**src/rtl/gpwm_pkg.sv**
```systemverilog
package gpwm_pkg;
  // Range boundaries and offsets of the piecewise-linear gamma curve
  localparam int unsigned KNEE_LO  = 8;    // first code of the x4 range
  localparam int unsigned KNEE_HI  = 32;   // first code of the x8 range
  localparam int unsigned OFS_MID  = 14;   // f = 4c - OFS_MID
  localparam int unsigned OFS_TOP  = 138;  // f = 8c - OFS_TOP
  localparam int unsigned MIN_SPAN = 1903; // shortest legal period
endpackage

```
**src/rtl/gpwm_gamma_rom.sv**
```systemverilog
module gpwm_gamma_rom
  import gpwm_pkg::*;
#(
  parameter int unsigned CODE_W = 8,
  parameter int unsigned OFF_W  = 11
) (
  input  logic [CODE_W-1:0] code,
  output logic [OFF_W-1:0]  off_pt
);
  localparam logic [CODE_W-1:0] K_LO  = CODE_W'(KNEE_LO);
  localparam logic [CODE_W-1:0] K_HI  = CODE_W'(KNEE_HI);
  localparam logic [OFF_W-1:0]  O_MID = OFF_W'(OFS_MID);
  localparam logic [OFF_W-1:0]  O_TOP = OFF_W'(OFS_TOP);

  logic [OFF_W-1:0] c_ext;
  logic [1:0]       seg;

  always_comb begin
    c_ext = OFF_W'(code);
    if (code == '0)      seg = 2'd0;
    else if (code < K_LO) seg = 2'd1;
    else if (code < K_HI) seg = 2'd2;
    else                  seg = 2'd3;
  end

  always_comb begin
    unique case (seg)
      2'd0:    off_pt = '0;
      2'd1:    off_pt = c_ext << 1;
      2'd2:    off_pt = (c_ext << 2) - O_MID;
      default: off_pt = (c_ext << 3) - O_TOP;
    endcase
  end
endmodule

```
**src/rtl/gpwm_period_ctr.sv**
```systemverilog
module gpwm_period_ctr #(
  parameter int unsigned CNT_W  = 11,
  parameter int unsigned PERIOD = 2048
) (
  input  logic             clk,
  input  logic             rst_n,
  input  logic             tick,
  input  logic             clear,
  output logic [CNT_W-1:0] cnt
);
  localparam logic [CNT_W-1:0] LAST = CNT_W'(PERIOD - 1);

  logic [CNT_W-1:0] cnt_q, cnt_d;

  always_comb begin
    cnt_d = cnt_q;
    if (clear)            cnt_d = '0;
    else if (tick) begin
      if (cnt_q == LAST)  cnt_d = '0;
      else                cnt_d = cnt_q + 1'b1;
    end
  end

  always_ff @(posedge clk or negedge rst_n) begin
    if (!rst_n) cnt_q <= '0;
    else        cnt_q <= cnt_d;
  end

  assign cnt = cnt_q;
endmodule

```
**src/rtl/gpwm_chan_cmp.sv**
```systemverilog
module gpwm_chan_cmp #(
  parameter int unsigned CNT_W = 11
) (
  input  logic [CNT_W-1:0] cnt,
  input  logic [CNT_W-1:0] off_pt,
  output logic             on
);
  // Lit from count 1 up to one below the off-point; off-point 0 never lights
  always_comb on = (cnt != '0) && (cnt < off_pt);
endmodule

```
**src/rtl/gpwm_rgb_driver.sv**
```systemverilog
module gpwm_rgb_driver #(
  parameter int unsigned CH_N   = 3,
  parameter int unsigned CODE_W = 8,
  parameter int unsigned CNT_W  = 11,
  parameter int unsigned PERIOD = 2048
) (
  input  logic                     clk,
  input  logic                     rst_n,
  input  logic                     gs_tick,
  input  logic                     load_stb,
  input  logic [CH_N*CODE_W-1:0]   load_data,
  output logic [CH_N-1:0]          chan_on
);
  localparam int unsigned LAT_W = CH_N * CODE_W;

  // Reset: asserted at once, released after two clock edges
  logic [1:0] rst_pipe;
  logic       rst_int_n;

  always_ff @(posedge clk or negedge rst_n) begin
    if (!rst_n) rst_pipe <= '0;
    else        rst_pipe <= {rst_pipe[0], 1'b1};
  end
  assign rst_int_n = rst_pipe[1];

  // Holding latch for the packed codes
  logic [LAT_W-1:0] lat_q, lat_d;

  always_comb begin
    lat_d = lat_q;
    if (load_stb) lat_d = load_data;
  end

  always_ff @(posedge clk or negedge rst_int_n) begin
    if (!rst_int_n) lat_q <= '0;
    else            lat_q <= lat_d;
  end

  // Shared period counter, restarted by every load
  logic [CNT_W-1:0] cnt_q;

  gpwm_period_ctr #(.CNT_W(CNT_W), .PERIOD(PERIOD)) u_ctr (
    .clk   (clk),
    .rst_n (rst_int_n),
    .tick  (gs_tick),
    .clear (load_stb),
    .cnt   (cnt_q)
  );

  // One gamma lookup and comparator per channel; channel 0 in the top byte
  for (genvar g = 0; g < CH_N; g++) begin : g_ch
    logic [CODE_W-1:0] code;
    logic [CNT_W-1:0]  off_pt;

    assign code = lat_q[LAT_W-1-g*CODE_W -: CODE_W];

    gpwm_gamma_rom #(.CODE_W(CODE_W), .OFF_W(CNT_W)) u_rom (
      .code   (code),
      .off_pt (off_pt)
    );

    gpwm_chan_cmp #(.CNT_W(CNT_W)) u_cmp (
      .cnt    (cnt_q),
      .off_pt (off_pt),
      .on     (chan_on[g])
    );
  end
endmodule

```
**config.mk**
```make
export PLATFORM = sky130hd
export DESIGN_NAME = gpwm_rgb_driver
export DESIGN_NICKNAME = d
export VERILOG_FILES = /design/src/rtl/gpwm_pkg.sv /design/src/rtl/gpwm_gamma_rom.sv /design/src/rtl/gpwm_period_ctr.sv /design/src/rtl/gpwm_chan_cmp.sv /design/src/rtl/gpwm_rgb_driver.sv
export SDC_FILE = /design/constraint.sdc
export NUM_CORES = 1
export LEC_CHECK = 0
export BUFFER_PORTS_ARGS = -buffer_cell sky130_fd_sc_hd__buf_2
export CORE_ASPECT_RATIO = 0.5
export CORE_UTILIZATION = 35
export DETAILED_ROUTE_END_ITERATION = 12
export GPL_TIMING_DRIVEN = 0
export PLACE_DENSITY = 0.6
export SLEW_MARGIN = 10
export SYNTH_ARGS = -nofsm -noshare
export SYNTH_HDL_FRONTEND = slang
export SYNTH_SLANG_ARGS = --single-unit
export TNS_END_PERCENT = 1
```
**constraint.sdc**
```tcl
create_clock -name clk -period 3.01 [get_ports clk]
set_input_delay 0.301 -clock clk [delete_from_list [all_inputs] [get_ports clk]]
set_output_delay 0.301 -clock clk [all_outputs]
set_load 0.005 [all_outputs]
```
* Word level (Yosys, flattened, before mapping)
Index checks and enable logic that the tools add are counted.
** Cells by class
- $add $sub $neg :: 7
- Order comparisons :: 9
- Equal/unequal tests :: 7
- Muxes and demuxes :: 15
- Reduce and logical (&&, ||, !) cells :: 11
** Operators with widths (count)
- $pmux W11 S3 :: 3
- $lt A11 B11 Y1 :: 3
- $mux W11 :: 3
- $sub A10 B4 Y11 const B :: 3
- $sub A11 B8 Y11 const B :: 3
- $logic_not A8 Y1 :: 3
- $lt A8 B4 Y1 const B :: 3
- $lt A8 B6 Y1 const B :: 3
- $mux W2 :: 6
- $add A11 B1 Y11 const B :: 1
- $eq A11 B11 Y1 const B :: 1
- $reduce_bool A11 Y1 :: 1
- $eq A2 B1 Y1 const B :: 3
- $eq A2 B2 Y1 const B :: 3
- $logic_not A2 Y1 :: 3
- $logic_and A1 B1 Y1 :: 3
- $mux W1 :: 3
- $reduce_bool A2 Y1 :: 1
** Storage, ports and cells
- Bits in registers :: 37
- Input bits :: 28
- Output and inout bits :: 3
- Logic and storage cells :: 52

* Logic depth before layout (Yosys ltp)
Gate-level depths: netlist of run 1.
- Depth after elaboration :: 8
- Mapped depth :: 13
- Depth with buffers taken out :: 11

* Hierarchy
Synthesis of run 1 repeated with hierarchy kept, for this count alone.
** Second synthesis, totals
- Cell total of the unflattened synthesis :: 360
- Area, all modules :: 3305.7 µm²
** Modules (own cells, without submodules)
- gpwm_rgb_driver :: times used 1, cells each 54, area each 1051.0 µm², sequential area each 650.6 µm²
- gpwm_gamma_rom :: times used 3, cells each 45, area each 292.8 µm², sequential area each 0.0 µm²
- gpwm_chan_cmp :: times used 3, cells each 38, area each 269.0 µm², sequential area each 0.0 µm²
- gpwm_period_ctr :: times used 1, cells each 57, area each 569.3 µm², sequential area each 275.3 µm²

* Worst setup path after synthesis of run 1
OpenSTA, ideal clock, no wires.
- Path type :: register -> output
- From :: register lat_q[19]
- To :: output chan_on[0]
- Arrival :: 2.521 ns
- Data required time :: 2.709 ns
- Path slack :: 0.188 ns
- Stages on the path, launching flop included :: 14
- Path buffers :: 2
- Path through :: dfrtp_1 clkbuf_1 inv_1 ha_1 or3b_2 a21oi_1 o21ai_0 o21ai_0 ha_1 a21o_1 nand3_1 a21oi_1 nor4_1 buf_4
** Between the ends
- Cells in the longest elaborated chain, start to end :: 8
- Elaborated cells between the ends (all ways) :: 14
- Those cells by class :: add/sub: 2; order compare: 3; eq/ne: 2; mux: 4; reduce/logical: 3
** RTL lines
- from (decl) :: RTL line gpwm_rgb_driver.sv:27 : logic [LAT_W-1:0] lat_q, lat_d;
- from (signal assigned) :: RTL line gpwm_rgb_driver.sv:36 : else lat_q <= lat_d;
- $lt A8 B6 Y1 :: RTL line gpwm_gamma_rom.sv:22 : else if (code < K_HI) seg = 2'd2;
- $mux W1 :: RTL line gpwm_gamma_rom.sv:22
- $mux W2 :: RTL line gpwm_gamma_rom.sv:21 : else if (code < K_LO) seg = 2'd1;
- $mux W2 :: RTL line gpwm_gamma_rom.sv:20 : if (code == '0) seg = 2'd0;
- $eq A2 B2 Y1 (tied with other cells) :: RTL line gpwm_gamma_rom.sv:27 : unique case (seg)
- $pmux W11 S3 (*) :: RTL line gpwm_gamma_rom.sv:27
- $lt A11 B11 Y1 (*) :: RTL line gpwm_chan_cmp.sv:9 : always_comb on = (cnt != '0) && (cnt < off_pt);
- $logic_and A1 B1 Y1 (*) :: RTL line gpwm_chan_cmp.sv:9
- to (decl) :: RTL line gpwm_rgb_driver.sv:12 : output logic [CH_N-1:0] chan_on
Mark *: on every way between the ends. The rest lies on a longest branch, timed or not.

* Worst setup path in the final report of run 1
- From :: register lat_q[11]
- To :: output chan_on[1]
The elaborated chain is that of the path after synthesis.

==> results of run 1 <==
[stage by stage]
stage	cells	area, um2	worst slack [ns]	TNS, ns	util [%]
floorplan	343	3070	0.188	0	-
global placement	483	3350	-0.281	-0.749	40.7
detailed placement	484	3370	-0.289	-0.711	40.9
CTS	500	3680	0.00250	0	44.7
global route	513	3850	-0.139	-0.386	46.8
finish	513	3850	0.00410	0	46.8
[timing repair]
item,in CTS,in global routing
cloned,0,0
endpoints found under the setup margin,3,3
buffers inserted,12,13
hold buffers,1,0
endpoints found under the hold margin,2,0
pin swaps,18,16
gates resized for setup,40,22
[worst paths after layout]
kind,start,endpoint,slack [ns]
min in group clk,load_data[2],lat_q[2]$_DFFE_PN0P_,0.22
worst max-delay path,lat_q[11]$_DFFE_PN0P_,chan_on[1],0.004
worst max register to register,u_ctr.cnt[3]$_DFFE_PN0P_,u_ctr.cnt[7]$_DFFE_PN0P_,1.42
max in group asynchronous,rst_pipe[1]$_DFF_PN0_,lat_q[5]$_DFFE_PN0P_,2.43
worst min register to register,rst_pipe[1]$_DFF_PN0_,lat_q[22]$_DFFE_PN0P_,0.14
worst min-delay path,rst_pipe[1]$_DFF_PN0_,lat_q[22]$_DFFE_PN0P_,0.14
[flip-flops by register name (all words and copies together), names as in the netlist]
| signal | flops |
|---|---|
| rst_pipe | 2 |
| u_ctr.cnt | 11 |
| lat_q | 24 |
[power breakdown]
part | switching, mW | leakage (nW) | internal [mW]
sequential | 0.0514 | 0.454 | 0.534
clock | 0.206 | 0.0652 | 0.308
combinational | 0.236 | 1.21 | 0.229
total | 0.494 | 1.73 | 1.07
[per-layer routing]
metal | vias up | wire length, um | GRT usage, %
met5 | - | 0 | 0
met3 | 6 | 353 | 4.22
met2 | 52 | 3380 | 27.1
li1 | 1369 | - | -
met4 | 0 | 55 | 4.35
met1 | 1325 | 4010 | 26.2
[final cells by class]
cell class                      count  share of cell area [%]
Buffer                             12                    1.62
Tap cell                          112                    3.64
Timing Repair Buffer               55                    9.28
Clock buffer                        8                    3.54
Inverter                           14                    1.56
Multi-Input combinational cell    275                    56.2
Sequential cell                    37                    24.2
[logic make-up (layout without fill, tap and decap cells)]
family | count (synthesis) | after routing | synth area share (%)
other | 1 | 1 | 0.122
DFF | 37 | 37 | 30.2
adders and majority gates | 38 | 38 | 15.5
xor gates and xnor gates | 11 | 11 | 3.14
buffers and inverters | 31 | 89 | 4.73
muxes | 18 | 18 | 6.49
and+or+nand+nor | 120 | 120 | 21.6
AOI/OAI and AO/OA | 87 | 87 | 18.2
[cell usage in the layout (no fill, tap or decap), types with 5 or more instances in the layout]
cell type,netlist,final
inv_1,14,8
a21oi_2,0,6
buf_4,3,25
a21oi_1,17,11
o21ai_1,0,6
nand3b_1,5,5
nor2_1,20,20
nand4_1,10,10
clkbuf_1,10,11
nand2_1,35,35
nand2b_1,6,6
dfrtp_2,0,6
clkbuf_16,0,5
dfrtp_1,37,31
xor2_1,7,7
nor2b_1,6,6
mux2_2,15,15
ha_1,38,33
buf_2,1,29
o21ai_0,33,27
==> impl_metrics.tcl, run 1 <==
set metrics [dict create \
    postRouteAntennaNets 0 \
    crit_fanout 3 \
    drive_gt1_share_pct 32.4 \
    p_leak_nw 1.73 \
    io_buffers 28 \
    routedWlPerCell_um 15.2 \
    finalClockSkew_ns 0.00616 \
    clockBufferDepth 2 \
    syn-mean-instance-area_um2 8.94 \
    startpoint_type "flip-flop" \
    finalMaxSlewViolations 0 \
    total_power_mw 1.56 \
    synth_edf_count 0 \
    ff_latch_area_um2 933 \
    finalSetupViolCount 0 \
    ys_top_cells_by_area "dfrtp_1 30%, ha_1 16%, mux2_2 5.5%" \
    tritoncts "built" \
    initial_core_util_pct 37.2 \
    slowest_delay_ns 0.42 \
    whs_ns 0.140 \
    hold_class "flip-flop to asynchronous set/reset pin" \
    dp_hpwl_mm 5.40 \
    area.growth.synth_to_final_pct 25.8 \
    yosysSeqAreaShare_pct 30.2 \
    cp_data_required_time_ns 2.71 \
    ios 31 \
    synth_top_cell_area_share_pct 30.2 \
    worst_slew_pin_slew_ns 0.666 \
    root_buffer "clkbuf_16" \
    status "finished clean" \
    syn_area_mm2 0.00307 \
    cpMaxStageDelayCell "dfrtp_2" \
    synth-seq-cells 37 \
    timing.final.crit_share_pct 99.9 \
    grt_max_degree 26 \
    first_global_vias 2492 \
    crit_chain "inv_4 > ha_4 > or3b_4 > nand4b_1 > a21oi_1 > a31oi_1 > ha_1 > a211oi_2 > o21bai_1 > nor4_2 > buf_2" \
    via_count 2752 \
    grt_pass1_wl_mm 12.6 \
    slew_headroom_pct 55.6 \
    drc 0 \
    wirelength_mm 7.79 \
    crit_path_end_kind "primary output" \
    power_density_mw_per_mm2 406 \
    core_area_mm2 0.00823 \
    ys.flop_type "dfrtp_1" \
    dieArea_mm2 0.00916 \
    cp.arrival_ns 2.70 \
    ys_types 53 \
    viasPerCell 5.36 \
    synthesis.nets 409 \
    ir_drop_mv 0.221 \
    r2r_cells 5 \
    cts_buffers 5 \
    core.rowCount 23 \
    fmax_mhz 333 \
    gp_congestion 0.859 \
    fp.dieW_um 134 \
    cts_sinks 37 \
    grt_overflow 0 \
    antenna_cells 0 \
    drt-pass1-iter-count 5 \
    multiInputGateArea_mm2 0.00216 \
    rsz0062_at_grt "true" \
    cp_top_family "simple AND/OR/NAND/NOR gates" \
    cts_htree_levels 2 \
    drv_cap 0 \
    yosysTopAreaCell "dfrtp_1" \
    clk_pin_slew_ns 0.05 \
    critical_path_buf_inv_count 2 \
    grt_usage_pct 18.1 \
    initialDrtViolationCount 245 \
    fillers 814 \
    async_reset_ff_share_pct 100 \
    fin_nets 466 \
    cp_num_cells 11 \
    hold_violations 0 \
    min_period_ns 3.01 \
    yosysMostFrequentCell "ha_1" \
    critical_path_class "flip-flop to primary output" \
    die_h_um 68.2 \
    antenna_found_initial 0 \
    synth_common_cells "38 x ha_1, 37 x dfrtp_1, 35 x nand2_1" \
    yosysWarnings 0 \
    clkLatencyLatePin_ns 0.29 \
    synthCells 343 \
]
Note: power is estimated with default switching activity, not from simulation.
==> run 2, diff against run 1 <==
--- a/config.mk
+++ b/config.mk
@@ -14,5 +14,6 @@
 export SLEW_MARGIN = 10
 export SYNTH_ARGS = -nofsm -noshare
 export SYNTH_HDL_FRONTEND = slang
+export SYNTH_HIERARCHICAL = 1
 export SYNTH_SLANG_ARGS = --single-unit
 export TNS_END_PERCENT = 1
==> run 2 against run 1 <==
Clock skew shrank 0.0011 ns. Register-to-register slack lost 0.15 ns. Critical path depth grew 1. Sequential power rose by 3%. Flip-flop and latch count stayed put. Largest power group unchanged.
==> impl_metrics.tcl, run 2 <==
set metrics [dict create \
    critical_path_class "flip-flop to primary output" \
    root_buffer "clkbuf_16" \
    die_h_um 70.7 \
    final_common_cell "inv_1" \
    p_comb_share_pct 28.4 \
    critical_path_buf_inv_count 3 \
    dieArea_mm2 0.00986 \
    multiInputGateArea_mm2 0.00226 \
    drt-pass1-iter-count 5 \
    ios 31 \
    clk_pin_slew_ns 0.06 \
    p_sw_uw 491 \
    hold_violations 0 \
    grt_pass1_wl_mm 12.9 \
    power_density_mw_per_mm2 398 \
    synth_edf_count 0 \
    ys.flop_type "dfrtp_1" \
    drive_gt1_share_pct 30.6 \
    p_leak_nw 1.95 \
    slew_headroom_pct 60.6 \
    ff_latch_area_um2 937 \
    status "finished clean" \
    synthCells 360 \
    crit_fanout 5 \
    ys_types 47 \
    cts_sinks 37 \
    layout_common_cells "39 x inv_1, 33 x ha_1, 32 x buf_2, 28 x dfrtp_1, 21 x mux2_4" \
    ys_top_cells_by_area "dfrtp_1 28%, ha_1 15%, mux2_4 9.1%" \
    initialDrtViolationCount 109 \
    finalSetupTns_ns 0 \
    dp_hpwl_mm 5.25 \
    fillers 849 \
    drc 0 \
    initial_core_util_pct 37.1 \
    io_buffers 30 \
    clkLatencyLatePin_ns 0.28 \
    finalSetupViolCount 0 \
    finalClockSkew_ns 0.00510 \
    min_period_ns 2.98 \
    path_common_cell "ha_4" \
    crit_chain "inv_4 > ha_4 > or3b_4 > nand4_1 > a32oi_1 > inv_1 > ha_4 > a21oi_1 > o21bai_1 > a31oi_1 > o311a_1 > buf_2" \
    crit_path_end_kind "primary output" \
    clockBufferDepth 2 \
    cp.arrival_ns 2.68 \
    first_global_vias 2675 \
    core_area_mm2 0.00892 \
    whs_ns 0.204 \
    syn_area_mm2 0.00331 \
    timing.final.crit_share_pct 99.1 \
    yosysMostFrequentCell "inv_1" \
    startpoint_type "flip-flop" \
    hold_class "flip-flop to asynchronous set/reset pin" \
    routedWlPerCell_um 14.6 \
    cp_data_required_time_ns 2.71 \
    drv_cap 0 \
    swShare_pct 30.8 \
    power_frac_seq_pct 37.7 \
    power.internal_mw 1.10 \
    cp_top_family "compound AO/OA/AOI/OAI gates" \
    yosysSeqAreaShare_pct 28.0 \
    finalMaxSlewViolations 0 \
    gp_congestion 0.870 \
    fmax_mhz 335 \
    cts_buffers 5 \
    ir_drop_mv 0.223 \
    cts_htree_levels 2 \
    antenna_found_initial 0 \
    wirelength_mm 7.65 \
    grt_overflow 0 \
    slowest_delay_ns 0.45 \
    worst_slew_pin_slew_ns 0.588 \
    core.rowCount 24 \
    fp.dieW_um 139 \
    viasPerCell 5.17 \
    syn-mean-instance-area_um2 9.18 \
    postRouteAntennaNets 0 \
    regMostFlops "lat_q" \
    yosysTopAreaCell "dfrtp_1" \
    synth_top_cell_area_share_pct 28.0 \
    async_reset_ff_share_pct 100 \
    clockPowerShare_pct 33.9 \
    rsz0062_at_grt "true" \
    tritoncts "built" \
    largest_register_ffs 24 \
    antenna_cells 0 \
    synthesis.nets 428 \
    fin_nets 475 \
    via_count 2715 \
    yosysWarnings 6 \
    setup_ws_ns 0.0266 \
    grt_usage_pct 16.4 \
    synth-seq-cells 37 \
    grt_max_degree 22 \
    area.growth.synth_to_final_pct 21.2 \
    cpMaxStageDelayCell "dfrtp_2" \
    synth_common_cells "45 x inv_1, 40 x ha_1, 37 x dfrtp_1" \
    dp_slack_ns 0.219 \
]
run 2: changes by cell type in the layout (fill, tap and decap cells not counted), moves of 6 or more:
| cell | delta |
|---|---|
| mux2_2 | -8 |
| nor4_1 | +6 |
| inv_1 | +31 |
| o21ai_0 | -19 |
| mux2_4 | +21 |
| buf_4 | -14 |
| nor3_1 | +6 |
| nand2_1 | -18 |
| clkbuf_1 | -9 |
run 2: path summary, 6_finish.rpt:
kind,slack [ns],cells after the start,endpoint,start
min in group clk,0.24,2,lat_q[3]$_DFFE_PN0P_,load_data[3]
worst max-delay path,0.03,12,chan_on[2],lat_q[3]$_DFFE_PN0P_
worst min register to register,0.20,0,lat_q[2]$_DFFE_PN0P_,rst_pipe[1]$_DFF_PN0_
worst max register to register,1.27,5,u_ctr/cnt[9]$_DFFE_PN0P_,u_ctr/cnt[1]$_DFFE_PN0P_
worst min-delay path,0.20,0,lat_q[2]$_DFFE_PN0P_,rst_pipe[1]$_DFF_PN0_
max in group asynchronous,2.34,1,lat_q[14]$_DFFE_PN0P_,rst_pipe[1]$_DFF_PN0_
run 2: power by group through the flow:
stage	Combinational (mW)	Clock [mW]	Sequential, mW
after global routing	0.517	0.572	0.610
after CTS	0.399	0.555	0.599
after global placement	0.379	0	0.612
after detailed placement	0.394	0	0.607
final	0.453	0.541	0.602
after floorplan	0.306	0	0.589
run 2: kinds of logic (layout without fill, tap and decap cells):
group / count (synthesis) / count (layout) / share of synthesized area [%]
AOI/OAI and AO/OA: 76 / 76 / 15.2
xor gates and xnor gates: 11 / 11 / 2.91
adders and majority gates: 40 / 40 / 15.1
buffers and inverters: 54 / 102 / 7.80
DFF: 37 / 37 / 28.0
muxes: 28 / 28 / 11.8
other: 4 / 4 / 0.454
and+or+nand+nor: 110 / 110 / 18.7
run 2: worst reg2reg max path, stage by stage (launching register included):
cell and delay, ns:
dfrtp_1 0.60, ha_1 0.25, and2_1 0.22, nand3_1 0.15
o21bai_1 0.32, nor2_1 0.09
run 2: through the flow:
step,std cells,area (um2),utilization [%],power (mW)
2_1_floorplan,360,3310,-,0.895
3_3_place_gp,507,3600,40.4,0.991
3_5_place_dp,508,3630,40.7,1.00
4_1_cts,517,3790,42.6,1.55
5_1_grt,525,4010,44.9,1.70
6_report,525,4010,44.9,1.60
run 2: repair_timing:
item                       CTS  global route
resized for setup            4            41
hold endpoints to repair     2             0
pin swaps                    0            22
setup endpoints to repair    3             3
hold buffers                 1             0
buffers inserted             0             8
run 2: metal layers:
layer / GRT usage [%] / up-vias / part of all wire (%)
li1: - / 1389 / -
met1: 22.9 / 1252 / 50
met2: 25.5 / 65 / 44
met3: 3.39 / 9 / 4.5
met4: 5.19 / 0 / 1.2
met5: 0 / - / 0
run 2: final cells by class:
type	instances	area share [%]
multi-input combinational	269	56.5
inverter	45	4.28
sequential	37	23.4
tap	117	3.65
buffer	9	2.37
timing repair buffer	40	6.18
clock buffer	8	3.65
